<file path="src/rtl/cpupwr_pkg.sv">
package cpupwr_pkg;
    localparam int REG_W    = 32;
    localparam int NUM_DS   = 3;
    localparam int NUM_DSB  = 2;

    // bit positions of the readback word
    localparam int POS_DS   = 0;
    localparam int POS_STOP = 5;
    localparam int POS_SBS  = 6;
    localparam int POS_SBD  = 7;
    localparam int POS_CLR  = 9;
    localparam int POS_RUN  = 11;

    typedef enum logic [0:0] {
        RC_SYS = 1'b0,   // cleared by any reset
        RC_POR = 1'b1    // cleared only by power-on reset
    } rst_class_e;

    typedef struct packed {
        logic              run;
        logic [NUM_DS-1:0] ds;
    } ctrl_t;

    typedef struct packed {
        logic               stop;
        logic               sbs;
        logic [NUM_DSB-1:0] sbd;
    } flags_t;

    function automatic logic [REG_W-1:0] pack_read(ctrl_t c, flags_t f);
        logic [REG_W-1:0] w;
        w = '0;
        w[POS_DS +: NUM_DS]   = c.ds;
        w[POS_RUN]            = c.run;
        w[POS_STOP]           = f.stop;
        w[POS_SBS]            = f.sbs;
        w[POS_SBD +: NUM_DSB] = f.sbd;
        return w;
    endfunction
endpackage

</file>
<file path="src/rtl/cpupwr_wr_decode.sv">
module cpupwr_wr_decode
    import cpupwr_pkg::*;
(
    input  logic             wr_en,
    input  logic [REG_W-1:0] wr_data,
    output logic             ld_ctrl,
    output ctrl_t            ctrl_new,
    output logic             clr_cmd
);
    always_comb begin
        ld_ctrl      = wr_en;
        ctrl_new.ds  = wr_data[POS_DS +: NUM_DS];
        ctrl_new.run = wr_data[POS_RUN];
        clr_cmd      = wr_en & wr_data[POS_CLR];
    end
endmodule

</file>
<file path="src/rtl/cpupwr_ctrl_reg.sv">
module cpupwr_ctrl_reg
    import cpupwr_pkg::*;
(
    input  logic  clk,
    input  logic  rst_por,
    input  logic  rst_sys,
    input  logic  ld_ctrl,
    input  ctrl_t ctrl_new,
    output ctrl_t ctrl_q
);
    always_ff @(posedge clk) begin
        if (rst_por || rst_sys) begin
            ctrl_q <= '0;
        end else if (ld_ctrl) begin
            ctrl_q <= ctrl_new;
        end
    end
endmodule

</file>
<file path="src/rtl/cpupwr_flag_cell.sv">
module cpupwr_flag_cell
    import cpupwr_pkg::*;
#(
    parameter rst_class_e RCLASS = RC_SYS
) (
    input  logic clk,
    input  logic rst_por,
    input  logic rst_sys,
    input  logic set_i,
    input  logic clr_i,
    input  logic clr_ok_i,
    output logic q
);
    always_ff @(posedge clk) begin
        if (rst_por) begin
            q <= 1'b0;
        end else if (rst_sys) begin
            if (RCLASS == RC_SYS) q <= 1'b0;
        end else if (set_i) begin
            q <= 1'b1;
        end else if (clr_i && clr_ok_i) begin
            q <= 1'b0;
        end
    end
endmodule

</file>
<file path="src/rtl/cpupwr_flag_bank.sv">
module cpupwr_flag_bank
    import cpupwr_pkg::*;
(
    input  logic               clk,
    input  logic               rst_por,
    input  logic               rst_sys,
    input  logic               clr_cmd,
    input  logic               evt_stop,
    input  logic               evt_sbsys,
    input  logic [NUM_DSB-1:0] evt_sbdom,
    input  logic [NUM_DSB-1:0] dom_in_sb,
    output flags_t             flags_q
);
    cpupwr_flag_cell #(.RCLASS(RC_SYS)) u_stop (
        .clk(clk), .rst_por(rst_por), .rst_sys(rst_sys),
        .set_i(evt_stop), .clr_i(clr_cmd), .clr_ok_i(1'b1),
        .q(flags_q.stop)
    );

    cpupwr_flag_cell #(.RCLASS(RC_POR)) u_sbs (
        .clk(clk), .rst_por(rst_por), .rst_sys(rst_sys),
        .set_i(evt_sbsys), .clr_i(clr_cmd), .clr_ok_i(1'b1),
        .q(flags_q.sbs)
    );

    for (genvar i = 0; i < NUM_DSB; i++) begin : g_dom
        cpupwr_flag_cell #(.RCLASS(RC_SYS)) u_sbd (
            .clk(clk), .rst_por(rst_por), .rst_sys(rst_sys),
            .set_i(evt_sbdom[i]), .clr_i(clr_cmd), .clr_ok_i(!dom_in_sb[i]),
            .q(flags_q.sbd[i])
        );
    end
endmodule

</file>
<file path="src/rtl/cpupwr_lp_status.sv">
module cpupwr_lp_status
    import cpupwr_pkg::*;
(
    input  logic               clk,
    input  logic               rst_por,
    input  logic               rst_sys,
    input  logic               wr_en,
    input  logic [REG_W-1:0]   wr_data,
    input  logic               evt_stop,
    input  logic               evt_sbsys,
    input  logic [NUM_DSB-1:0] evt_sbdom,
    input  logic [NUM_DSB-1:0] dom_in_sb,
    output logic [REG_W-1:0]   rd_data,
    output logic [NUM_DS-1:0]  dsel_o,
    output logic               d3_run_o
);
    logic   ld_ctrl;
    logic   clr_cmd;
    ctrl_t  ctrl_new;
    ctrl_t  ctrl_q;
    flags_t flags_q;

    cpupwr_wr_decode u_dec (
        .wr_en(wr_en), .wr_data(wr_data),
        .ld_ctrl(ld_ctrl), .ctrl_new(ctrl_new), .clr_cmd(clr_cmd)
    );

    cpupwr_ctrl_reg u_ctrl (
        .clk(clk), .rst_por(rst_por), .rst_sys(rst_sys),
        .ld_ctrl(ld_ctrl), .ctrl_new(ctrl_new), .ctrl_q(ctrl_q)
    );

    cpupwr_flag_bank u_flags (
        .clk(clk), .rst_por(rst_por), .rst_sys(rst_sys),
        .clr_cmd(clr_cmd), .evt_stop(evt_stop), .evt_sbsys(evt_sbsys),
        .evt_sbdom(evt_sbdom), .dom_in_sb(dom_in_sb), .flags_q(flags_q)
    );

    always_comb begin
        rd_data  = pack_read(ctrl_q, flags_q);
        dsel_o   = ctrl_q.ds;
        d3_run_o = ctrl_q.run;
    end
endmodule

</file>
<file path="config.mk">
export PLATFORM = sky130hd
export DESIGN_NAME = cpupwr_lp_status
export DESIGN_NICKNAME = d
export VERILOG_FILES = /design/src/rtl/cpupwr_pkg.sv /design/src/rtl/cpupwr_wr_decode.sv /design/src/rtl/cpupwr_ctrl_reg.sv /design/src/rtl/cpupwr_flag_cell.sv /design/src/rtl/cpupwr_flag_bank.sv /design/src/rtl/cpupwr_lp_status.sv
export SDC_FILE = /design/constraint.sdc
export NUM_CORES = 1
export LEC_CHECK = 0
export ABC_AREA = 1
export BUFFER_PORTS_ARGS = -buffer_cell sky130_fd_sc_hd__buf_2
export CORE_AREA = 5 5 53 55
export CTS_CLUSTER_DIAMETER = 80
export DETAILED_ROUTE_END_ITERATION = 10
export DIE_AREA = 0 0 58 60
export PLACE_DENSITY = 0.74
export SLEW_MARGIN = 15
export SYNTH_ARGS = -nofsm -noshare
export SYNTH_HDL_FRONTEND = slang
export SYNTH_SLANG_ARGS = --single-unit
</file>
<file path="constraint.sdc">
create_clock -name clk -period 0.8 [get_ports clk]
set_input_delay 0.04 -clock clk [delete_from_list [all_inputs] [get_ports clk]]
set_output_delay 0.04 -clock clk [all_outputs]
set_load 0.02 [all_outputs]
</file>
==> results of run 1 <==
-- cells by family (layout without fill, tap and decap cells) --
logic type / after synthesis / count (layout) / share of synthesized area
flip-flops: 8 / 8 / 0.290
AO/OA/AOI/OAI: 8 / 8 / 0.0724
AND/OR/NAND/NOR: 18 / 18 / 0.129
other: 1 / 24 / 0.00678
buffers and inverters: 40 / 37 / 0.502
-- layout make-up --
type	count	area, sq um
well taps	30	37.5
flip-flops and latches	8	169
fillers	279	1710
inverters	7	26.3
clock buffers	3	22.5
repair buffers	27	178
multi-input cells	50	201
-- how the worst min path moves through the flow --
stage                             from  depth (start not counted)                        to
after global routing      evt_sbdom[0]                          3  u_flags.g_dom[0].u_sbd.q
after floorplan               evt_stop                          2          u_flags.u_stop.q
after global placement        evt_stop                          3          u_flags.u_stop.q
after detailed placement      evt_stop                          3          u_flags.u_stop.q
after CTS                 evt_sbdom[0]                          3  u_flags.g_dom[0].u_sbd.q
final                     evt_sbdom[0]                          3  u_flags.g_dom[0].u_sbd.q
-- per-stage QoR --
stage,total power [mW],utilization,cells,instance area [sq um],hold slack (ps)
4_1_cts,0.988,0.256,125,599,20.0
5_1_grt,1.06,0.271,125,634,25.3
6_report,0.982,0.271,125,634,19.0
2_1_floorplan,0.720,-,98,639,157
3_3_place_gp,0.667,0.237,121,556,245
3_5_place_dp,0.669,0.237,121,556,255
-- flip-flops by register name (all words and copies together) (netlist names) --
register / count
u_ctrl.ctrl_q: 4
u_flags.u_stop.q: 1
u_flags.g_dom.u_sbd.q: 2
u_flags.u_sbs.q: 1
-- power by group --
group | switching, mW | internal (mW) | total [mW] | leakage [nW]
combinational | 0.182 | 0.0737 | 0.256 | 0.276
sequential | 0.0106 | 0.419 | 0.430 | 0.0685
clock | 0.125 | 0.171 | 0.296 | 0.0138
-- cells in the mapped netlist --
| cell | n |
|---|---|
| inv_2 | 1 |
| a21oi_1 | 7 |
| buf_4 | 32 |
| o21ai_1 | 1 |
| dfxtp_1 | 8 |
| conb_1 | 1 |
| buf_6 | 1 |
| nand2_1 | 13 |
| nor2_1 | 2 |
| inv_1 | 6 |
| nand3_1 | 3 |
-- metal layers --
metal  up-vias  global-route usage
li1        214                   -
met1       185              0.0568
met2        35               0.102
met3         0              0.0497
met4         0             0.00993
met5         -                   0
-- what timing repair did --
item / in CTS / in global routing
resized for setup: 5 / 16
hold buffers: 1 / 0
endpoints found under the hold margin: 1 / 0
setup endpoints to repair: 6 / 10
==> out/metrics.cfg, run 1 <==
[run_status]
status = finished, final reports clean

[synthesis]
synth_seq_area_share = 0.290
synth_cell_types = 11
yosys.area.top_type = buf_4
synth.top_cell.area_share = 0.434
yosysWarnings = 0
ys_ff_latch = 8
syn_area_per_cell_sq_um = 7.37
synthCells = 75
synth.cell_area_sq_um = 553
ys_top_cells_by_area = buf_4 (43%), dfxtp_1 (29%), nand2_1 (8.8%)

[finish]
fin_nets = 139
area.growth.synth_to_final_pct = 14.7
layout-drive-gt1-share = 0.389
diodes = 0
layout_commonest_cell = conb_1
final_cell_mix = conb_1 (24), buf_2 (14), nand2_1 (13), buf_4 (10)

[sta]
fin_skew_ps = 0
period_share = 0.953
max_freq_ghz = 1.31
hold_violations = 0
final.setup.tns_ps = 0
setup_viol = 0
period_needed_ps = 763
grt_setup_unrepaired = true
layout_setup_ws_ps = 37.4
final_max_slew_viol_count = 0

[power_and_ir_drop]
leakagePower_nw = 0.358
powerDensity_nw_per_um2 = 1550
peakVddDrop_v = 0.000798

[global_route]
grt_pass1_wl_microns = 1480
antenna_found_initial = 0
gr-total-overflow = 0
grt_max_degree = 9
first_global_vias = 351
grt_usage = 0.0598

[clock_network]
clock-sinks = 8
clkTransAtPathRegs_ps = 50
tritoncts = yes
post_cts_buffers = 0
htree_levels = 1
numCtsBuffers = 3
cts_buffer_depth = 2
cts-root-buf = clkbuf_4
worstSkewPairLatency_ps = 240

[critical_path]
rrSetupSlack_ps = 190
critPathArrivalTime_ps = 720
max_stage_delay_ps = 340
cpMaxStageDelayCell = dfxtp_2
critical_path.max_fanout = 3
required_ps = 760
r2r-start = u_flags.u_stop.q
crit_type = flip-flop to primary output
cp_num_buf_inv = 1
r2r-end = u_flags.u_stop.q
crit_path_cell_trace = buf_4
path_delay_family = flip-flops
cp-endpoint = d3_run_o
rr_worst_depth = 2
cp-startpoint = u_ctrl.ctrl_q[3]
path_depth = 1
end_kind = primary output
setup.worst_path.start_class = flip-flop

[place]
place_hpwl_microns = 931
portBuffers = 26
pre_cts_ws_ps = 159
gp_congestion = 0.771

[min_path]
hp-class = primary input to flip-flop

[detailed_routing]
drt_iter0_markers = 13
drt-total-wl_microns = 1060
drt_pass1_iterations = 2
via_count = 434
topRoutingLayerUsed = met3
final_antenna_net_count = 0
drc_errors = 0
via_per_inst = 3.47
wl_per_cell_microns = 8.50
dr_wl_met2_microns = 471
wl_met3_microns = 232
wl_met1_microns = 358

[die]
die_w_microns = 58
dieArea_sq_um = 3480
rows = 18
die_y_microns = 60
io_pins = 78
coreArea_sq_um = 2340
start_util = 0.236

[run]
drv_cap = 0

(Power assumes the default switching activity.)
==> inputs of run 2 (changes only) <==
--- a/config.mk
+++ b/config.mk
@@ -5,13 +5,12 @@
 export SDC_FILE = /design/constraint.sdc
 export NUM_CORES = 1
 export LEC_CHECK = 0
-export ABC_AREA = 1
 export BUFFER_PORTS_ARGS = -buffer_cell sky130_fd_sc_hd__buf_2
 export CORE_AREA = 5 5 53 55
 export CTS_CLUSTER_DIAMETER = 80
 export DETAILED_ROUTE_END_ITERATION = 10
 export DIE_AREA = 0 0 58 60
-export PLACE_DENSITY = 0.74
+export PLACE_DENSITY = 0.75
 export SLEW_MARGIN = 15
 export SYNTH_ARGS = -nofsm -noshare
 export SYNTH_HDL_FRONTEND = slang
==> run 2 against run 1 <==
  * Sequential cell count stayed put
  * Register-to-register slack worse by 120 ps
  * Die area is the same
  * Worst setup slack got worse by 11 ps
  * Combinational power rose by 7%
  * Clock power about the same
  * Fmax is 1.4% lower
  * Critical path type unchanged
  * Largest power group unchanged
  * Highest routed layer unchanged
==> out/metrics.cfg, run 2 <==
[finish]
fillCellCount = 265  ; -5.0%
largest_reg_flops = 4  ; unchanged
layout-drive-gt1-share = 0.488  ; +0.0983
largestRegisters = u_ctrl.ctrl_q: 4 flops, u_flags.g_dom.u_sbd.q: 2 flops
final_cell_mix = conb_1 (24), buf_2 (15), buf_4 (11), dfxtp_2 (7), nor2_1 (6)
diodes = 0  ; unchanged
fin_nets = 126  ; -9.4%
layout_commonest_cell = conb_1
area.growth.synth_to_final_pct = 11.0
largest-register = u_ctrl.ctrl_q
stdcell_count = 112  ; -10%

[detailed_routing]
via_per_inst = 3.39  ; -2.3%
wl_per_cell_microns = 9.81  ; +15%
via_count = 380  ; -12%
drt_pass1_iterations = 2  ; unchanged
drt_iter0_markers = 4  ; -9
final_antenna_net_count = 0  ; unchanged
drc_errors = 0  ; unchanged
drt-total-wl_microns = 1100  ; +3.5%

[critical_path]
setup.worst_path.start_class = flip-flop
rrSetupSlack_ps = 70  ; -120 ps
r2r-start = u_flags.u_stop.q
rr_worst_depth = 2  ; unchanged
crit_path_cell_trace = buf_2
critical_path.max_fanout = 3  ; unchanged
cp_num_buf_inv = 1  ; unchanged
critPathArrivalTime_ps = 730  ; about the same
max_stage_delay_ps = 330  ; about the same
path_delay_family = flip-flops
r2r-end = u_flags.u_stop.q
required_ps = 760  ; about the same
end_kind = primary output
crit_type = flip-flop to primary output
cp-endpoint = rd_data[2]
cpMaxStageDelayCell = dfxtp_2
cp-startpoint = u_ctrl.ctrl_q[2]
path_depth = 1  ; unchanged

[clock_network]
worstSkewPairLatency_ps = 240  ; about the same
htree_levels = 1  ; unchanged
cts-root-buf = clkbuf_4
tritoncts = yes
post_cts_buffers = 0  ; unchanged
clkTransAtPathRegs_ps = 50  ; about the same
numCtsBuffers = 3  ; unchanged
cts_buffer_depth = 2  ; unchanged
clock-sinks = 8  ; unchanged

[die]
start_util = 0.248  ; +0.0118
io_pins = 78  ; unchanged
rows = 18  ; unchanged
dieArea_sq_um = 3480  ; unchanged
die_w_microns = 58  ; unchanged
coreArea_sq_um = 2340  ; unchanged
die_y_microns = 60  ; unchanged

[synthesis]
yosys.area.top_type = buf_4
ys_ff_latch = 8  ; unchanged
ys_top_cells_by_count = buf_4 (33), dfxtp_1 (8), nor2_1 (6)
synth.top_cell.area_share = 0.427  ; -0.00767
synth.cell_area_sq_um = 581  ; +5.0%
ys_top_cells_by_area = buf_4 (43%), dfxtp_1 (28%), mux2i_1 (8.6%)
yosysWarnings = 0  ; unchanged
syn_area_per_cell_sq_um = 9.22  ; +25%
async_flop_share = 0  ; unchanged
synth_edf_count = 0  ; unchanged
yosysMostFrequentCell = buf_4
synthCells = 63  ; -16%
synth_cell_types = 13  ; +2
synth_seq_area_share = 0.276  ; -0.0137
synth_flop_cell = dfxtp_1

[global_route]
grt_pass1_wl_microns = 1500  ; +1.4%
first_global_vias = 343  ; -2.3%
grt_max_degree = 9  ; unchanged
gr-total-overflow = 0  ; unchanged
grt_usage = 0.0598  ; unchanged
antenna_found_initial = 0  ; unchanged

[power_and_ir_drop]
leakagePower_nw = 0.348  ; -2.9%
powerDensity_nw_per_um2 = 1560  ; +0.56%
peakVddDrop_v = 0.000585  ; -27%

[place]
pre_cts_ws_ps = -1.20  ; -160 ps
place_inst = 108  ; -11%
portBuffers = 26  ; unchanged
gp_congestion = 0.699  ; -9.3%
place_hpwl_microns = 926  ; -0.46%

[sta]
layout_setup_ws_ps = 26.5  ; -10.9 ps
period_share = 0.967  ; +0.0136
final_max_slew_viol_count = 0  ; unchanged
period_needed_ps = 773  ; +10.9 ps
setup_viol = 0  ; unchanged
hold_violations = 0  ; unchanged
max_freq_ghz = 1.29  ; -1.4%
fin_skew_ps = 0  ; unchanged

[run]
drv_cap = 0  ; unchanged

[min_path]
hp-class = primary input to flip-flop

[run_status]
status = finished, final reports clean

run 2: final cells by class:
type | count | area, sq um | share of cell area
tap | 30 | 37.5 | 0.0583
multi-input combinational | 44 | 248 | 0.384
timing repair buffer | 27 | 168 | 0.260
sequential | 8 | 169 | 0.262
clock buffer | 3 | 22.5 | 0.0350
run 2: cell families after synthesis:
group           count (synthesis)  synth area share
compound gates                  4            0.0668
flops                           8             0.276
other cells                     1           0.00646
buf+inv                        34             0.446
mux                             5            0.0862
simple gates                   11             0.119
run 2: worst min-delay path by stage:
stage	from	to	slack (ps)	depth (start not counted)
floorplan	rst_por	u_flags.u_sbs.q	110	1
global placement	rst_por	u_flags.u_sbs.q	210	2
detailed placement	rst_por	u_flags.u_sbs.q	220	2
CTS	evt_stop	u_flags.u_stop.q	20	2
global route	evt_stop	u_flags.u_stop.q	20	2
finish	evt_stop	u_flags.u_stop.q	30	2
run 2: through the flow:
stage	hold slack (ps)	total power, mW	setup TNS [ps]	utilization	cell area [sq um]
finish	29.6	1.00	0	0.275	644
global route	17.9	1.07	-0.680	0.275	644
CTS	17.7	1.01	-43.6	0.263	616
detailed placement	216	0.691	-1.20	0.246	576
global placement	206	0.686	0	0.246	576
floorplan	109	0.744	0	-	667
run 2: report_power, final:
part	internal (mW)	switching, mW	leakage (nW)	total [mW]
logic	0.0898	0.184	0.265	0.274
registers	0.421	0.0112	0.0684	0.432
clock network	0.171	0.126	0.0138	0.297
total	0.681	0.321	0.348	1.00
run 2: layer usage:
metal / part of all wire / routed length, microns / track usage
met3: 0.15 / 165 / 0.0389
met1: 0.31 / 346 / 0.0581
met5: 0 / 0 / 0
met2: 0.53 / 587 / 0.0984
met4: 0 / 0 / 0.0298
run 2: what timing repair did:
action,4_1_cts,5_1_grt
gates resized for setup,3,16
hold endpoints to repair,1,0
endpoints found under the setup margin,9,14
hold buffers,1,0
==> inputs of run 3 (changes only) <==
--- a/config.mk
+++ b/config.mk
@@ -5,12 +5,13 @@
 export SDC_FILE = /design/constraint.sdc
 export NUM_CORES = 1
 export LEC_CHECK = 0
-export BUFFER_PORTS_ARGS = -buffer_cell sky130_fd_sc_hd__buf_2
-export CORE_AREA = 5 5 53 55
+export CORE_AREA = 5 5 50 52
 export CTS_CLUSTER_DIAMETER = 80
 export DETAILED_ROUTE_END_ITERATION = 10
-export DIE_AREA = 0 0 58 60
-export PLACE_DENSITY = 0.75
+export DIE_AREA = 0 0 55 57
+export DONT_BUFFER_PORTS = 1
+export PLACE_DENSITY = 0.48
+export RECOVER_POWER = 25
 export SLEW_MARGIN = 15
 export SYNTH_ARGS = -nofsm -noshare
 export SYNTH_HDL_FRONTEND = slang
==> run 3 against run 2 <==
  * The run now ends with hold timing left
  * First-iteration DRC count decreased by 100%
  * Non-clock buffer count is 11 lower
  * Clock skew is the same
  * Final area is 1.4% lower
  * Critical path type unchanged
  * Critical endpoint is now dsel_o[2]
  * Largest cell class unchanged
  * Largest power group unchanged
==> out/metrics.cfg, run 3 (synthesis results as in run 2) <==
[min_path]
worstHoldStart = wr_en
hp-class = primary input to flip-flop

[critical_path]
required_ps = 760  ; about the same
critPathArrivalTime_ps = 720  ; about the same
cpMaxStageDelayCell = dfxtp_2
rrSetupSlack_ps = 60  ; about the same
crit_path_cell_trace = buf_6
cp-startpoint = u_ctrl.ctrl_q[2]
r2r-start = u_flags.u_sbs.q
setup.worst_path.start_class = flip-flop
cp_num_buf_inv = 1  ; unchanged
end_kind = primary output
crit_type = flip-flop to primary output
path_delay_family = flip-flops
max_stage_delay_ps = 330  ; about the same
critical_path.max_fanout = 2  ; -1

[run_status]
status = finished with violations
violations = hold timing

[die]
die_w_microns = 55  ; -5.2%
rows = 17  ; -1
start_util = 0.281  ; +0.0335
coreArea_sq_um = 2060  ; -12%
io_pins = 78  ; unchanged
die_y_microns = 57  ; -5.0%
dieArea_sq_um = 3140  ; -9.9%

[place]
place_hpwl_microns = 794  ; -14%
post_dp_cell_area_sq_um = 503  ; -13%
pre_cts_ws_ps = 67.6  ; +68.8 ps
portBuffers = 0  ; -100%
place_inst = 88  ; -19%
gp_congestion = 0.496  ; -29%

[finish]
diodes = 0  ; unchanged
layout_commonest_cell = conb_1
largestRegisters = u_ctrl.ctrl_q: 4 flops, u_flags.g_dom.u_sbd.q: 2 flops
postLayoutCoreUtil = 0.308  ; +0.0330
layout-drive-gt1-share = 0.296  ; -0.192
largest-register = u_ctrl.ctrl_q
stdcell_count = 99  ; -12%
final_cell_mix = conb_1 (24), dlygate4sd3_1 (8), nor2_1 (6), buf_6 (6), dfxtp_2 (6)
area.growth.synth_to_final_pct = 9.48
fin_area_sq_um = 636  ; -1.4%
fillCellCount = 229  ; -14%
largest_reg_flops = 4  ; unchanged
fin_nets = 115  ; -8.7%

[detailed_routing]
drc_errors = 0  ; unchanged
drt-total-wl_microns = 990  ; -9.9%
drt_iter0_markers = 0  ; -4
topRoutingLayerUsed = met3
wl_met3_microns = 142  ; -14%
wl_per_cell_microns = 10.0  ; +1.9%
dr_wl_met2_microns = 478  ; -19%
final_antenna_net_count = 0  ; unchanged
wl_met1_microns = 370  ; +6.9%
via_count = 333  ; -12%
via_per_inst = 3.36  ; -0.86%
drt_pass1_iterations = 1  ; -1

[global_route]
grt_max_degree = 9  ; unchanged
gr-total-overflow = 0  ; unchanged
grt_usage = 0.0608  ; +0.000933
first_global_vias = 288  ; -16%
antenna_found_initial = 0  ; unchanged
grt_pass1_wl_microns = 1260  ; -16%

[clock_network]
cts-root-buf = clkbuf_4
tritoncts = yes
clkTransAtPathRegs_ps = 50  ; about the same
clock-sinks = 8  ; unchanged
htree_levels = 1  ; unchanged
cts_buffer_depth = 2  ; unchanged
numCtsBuffers = 3  ; unchanged
worstSkewPairLatency_ps = 250  ; about the same

[sta]
hold_slack_ps = -50.3  ; -79.9 ps
period_needed_ps = 757  ; -16.1 ps
final_max_slew_viol_count = 0  ; unchanged
hold_violations = 6  ; +6
grt_setup_unrepaired = true
final.setup.tns_ps = 0  ; unchanged
period_share = 0.947  ; -0.0201
layout_setup_ws_ps = 42.6  ; +16.1 ps
setup_viol = 0  ; unchanged
fin_skew_ps = 0  ; unchanged
max_freq_ghz = 1.32  ; +2.1%

[power_and_ir_drop]
powerDensity_nw_per_um2 = 1560  ; about the same
peakVddDrop_v = 0.00102  ; +75%
leakagePower_nw = 0.305  ; -12%

[run]
drv_cap = 0  ; unchanged

[run 3: cell count changes in the layout (fill, tap and decap cells not counted)]
cell           before  now
dfxtp_2             7    6
dfxtp_1             1    2
buf_6               0    6
buf_2              15    0
dlygate4sd3_1       1    8
buf_4              11    2
[run 3: area by class of cell]
type | instances | area, sq um | area share
clock buffer | 3 | 22.5 | 0.0354
multi-input combinational | 44 | 248 | 0.390
sequential | 8 | 168 | 0.264
tap | 28 | 35.0 | 0.0551
timing repair buffer | 16 | 163 | 0.256
[run 3: worst paths after layout]
path                           end  cells after the start
setup / recovery         dsel_o[2]                      1
hold reg to reg   u_ctrl.ctrl_q[1]                      2
hold / removal    u_ctrl.ctrl_q[1]                      2
setup reg to reg   u_flags.u_sbs.q                      2
[run 3: worst register-to-register path, cell delays in order (launching register included)]
cell	delay (ps)
dfxtp_2	330
a21bo_2	220
a21oi_1	120
[run 3: timing repair]
item / 4_1_cts / 5_1_grt
hold buffers: 6 / 2
hold endpoints to repair: 8 / 7
resized for setup: 5 / 8
setup buffers: 0 / 0
setup endpoints to repair: 9 / 12
[run 3: power by group]
| group | leakage, nW | internal, mW | switching (mW) |
|---|---|---|---|
| Clock | 0.0138 | 0.171 | 0.131 |
| Sequential | 0.0680 | 0.420 | 0.0113 |
| Combinational | 0.223 | 0.0894 | 0.166 |
[run 3: through the flow]
stage,total power [mW],hold slack (ps)
floorplan,0.744,109
CTS,1.01,-69.4
global placement,0.648,110
finish,0.989,-50.3
global route,1.07,-68.7
detailed placement,0.650,114
[run 3: per-layer routing]
metal  up-vias  track usage
li1        164            -
met1       147       0.0640
met2        22       0.0895
met3         0       0.0574
met4         0       0.0104
met5         -            0
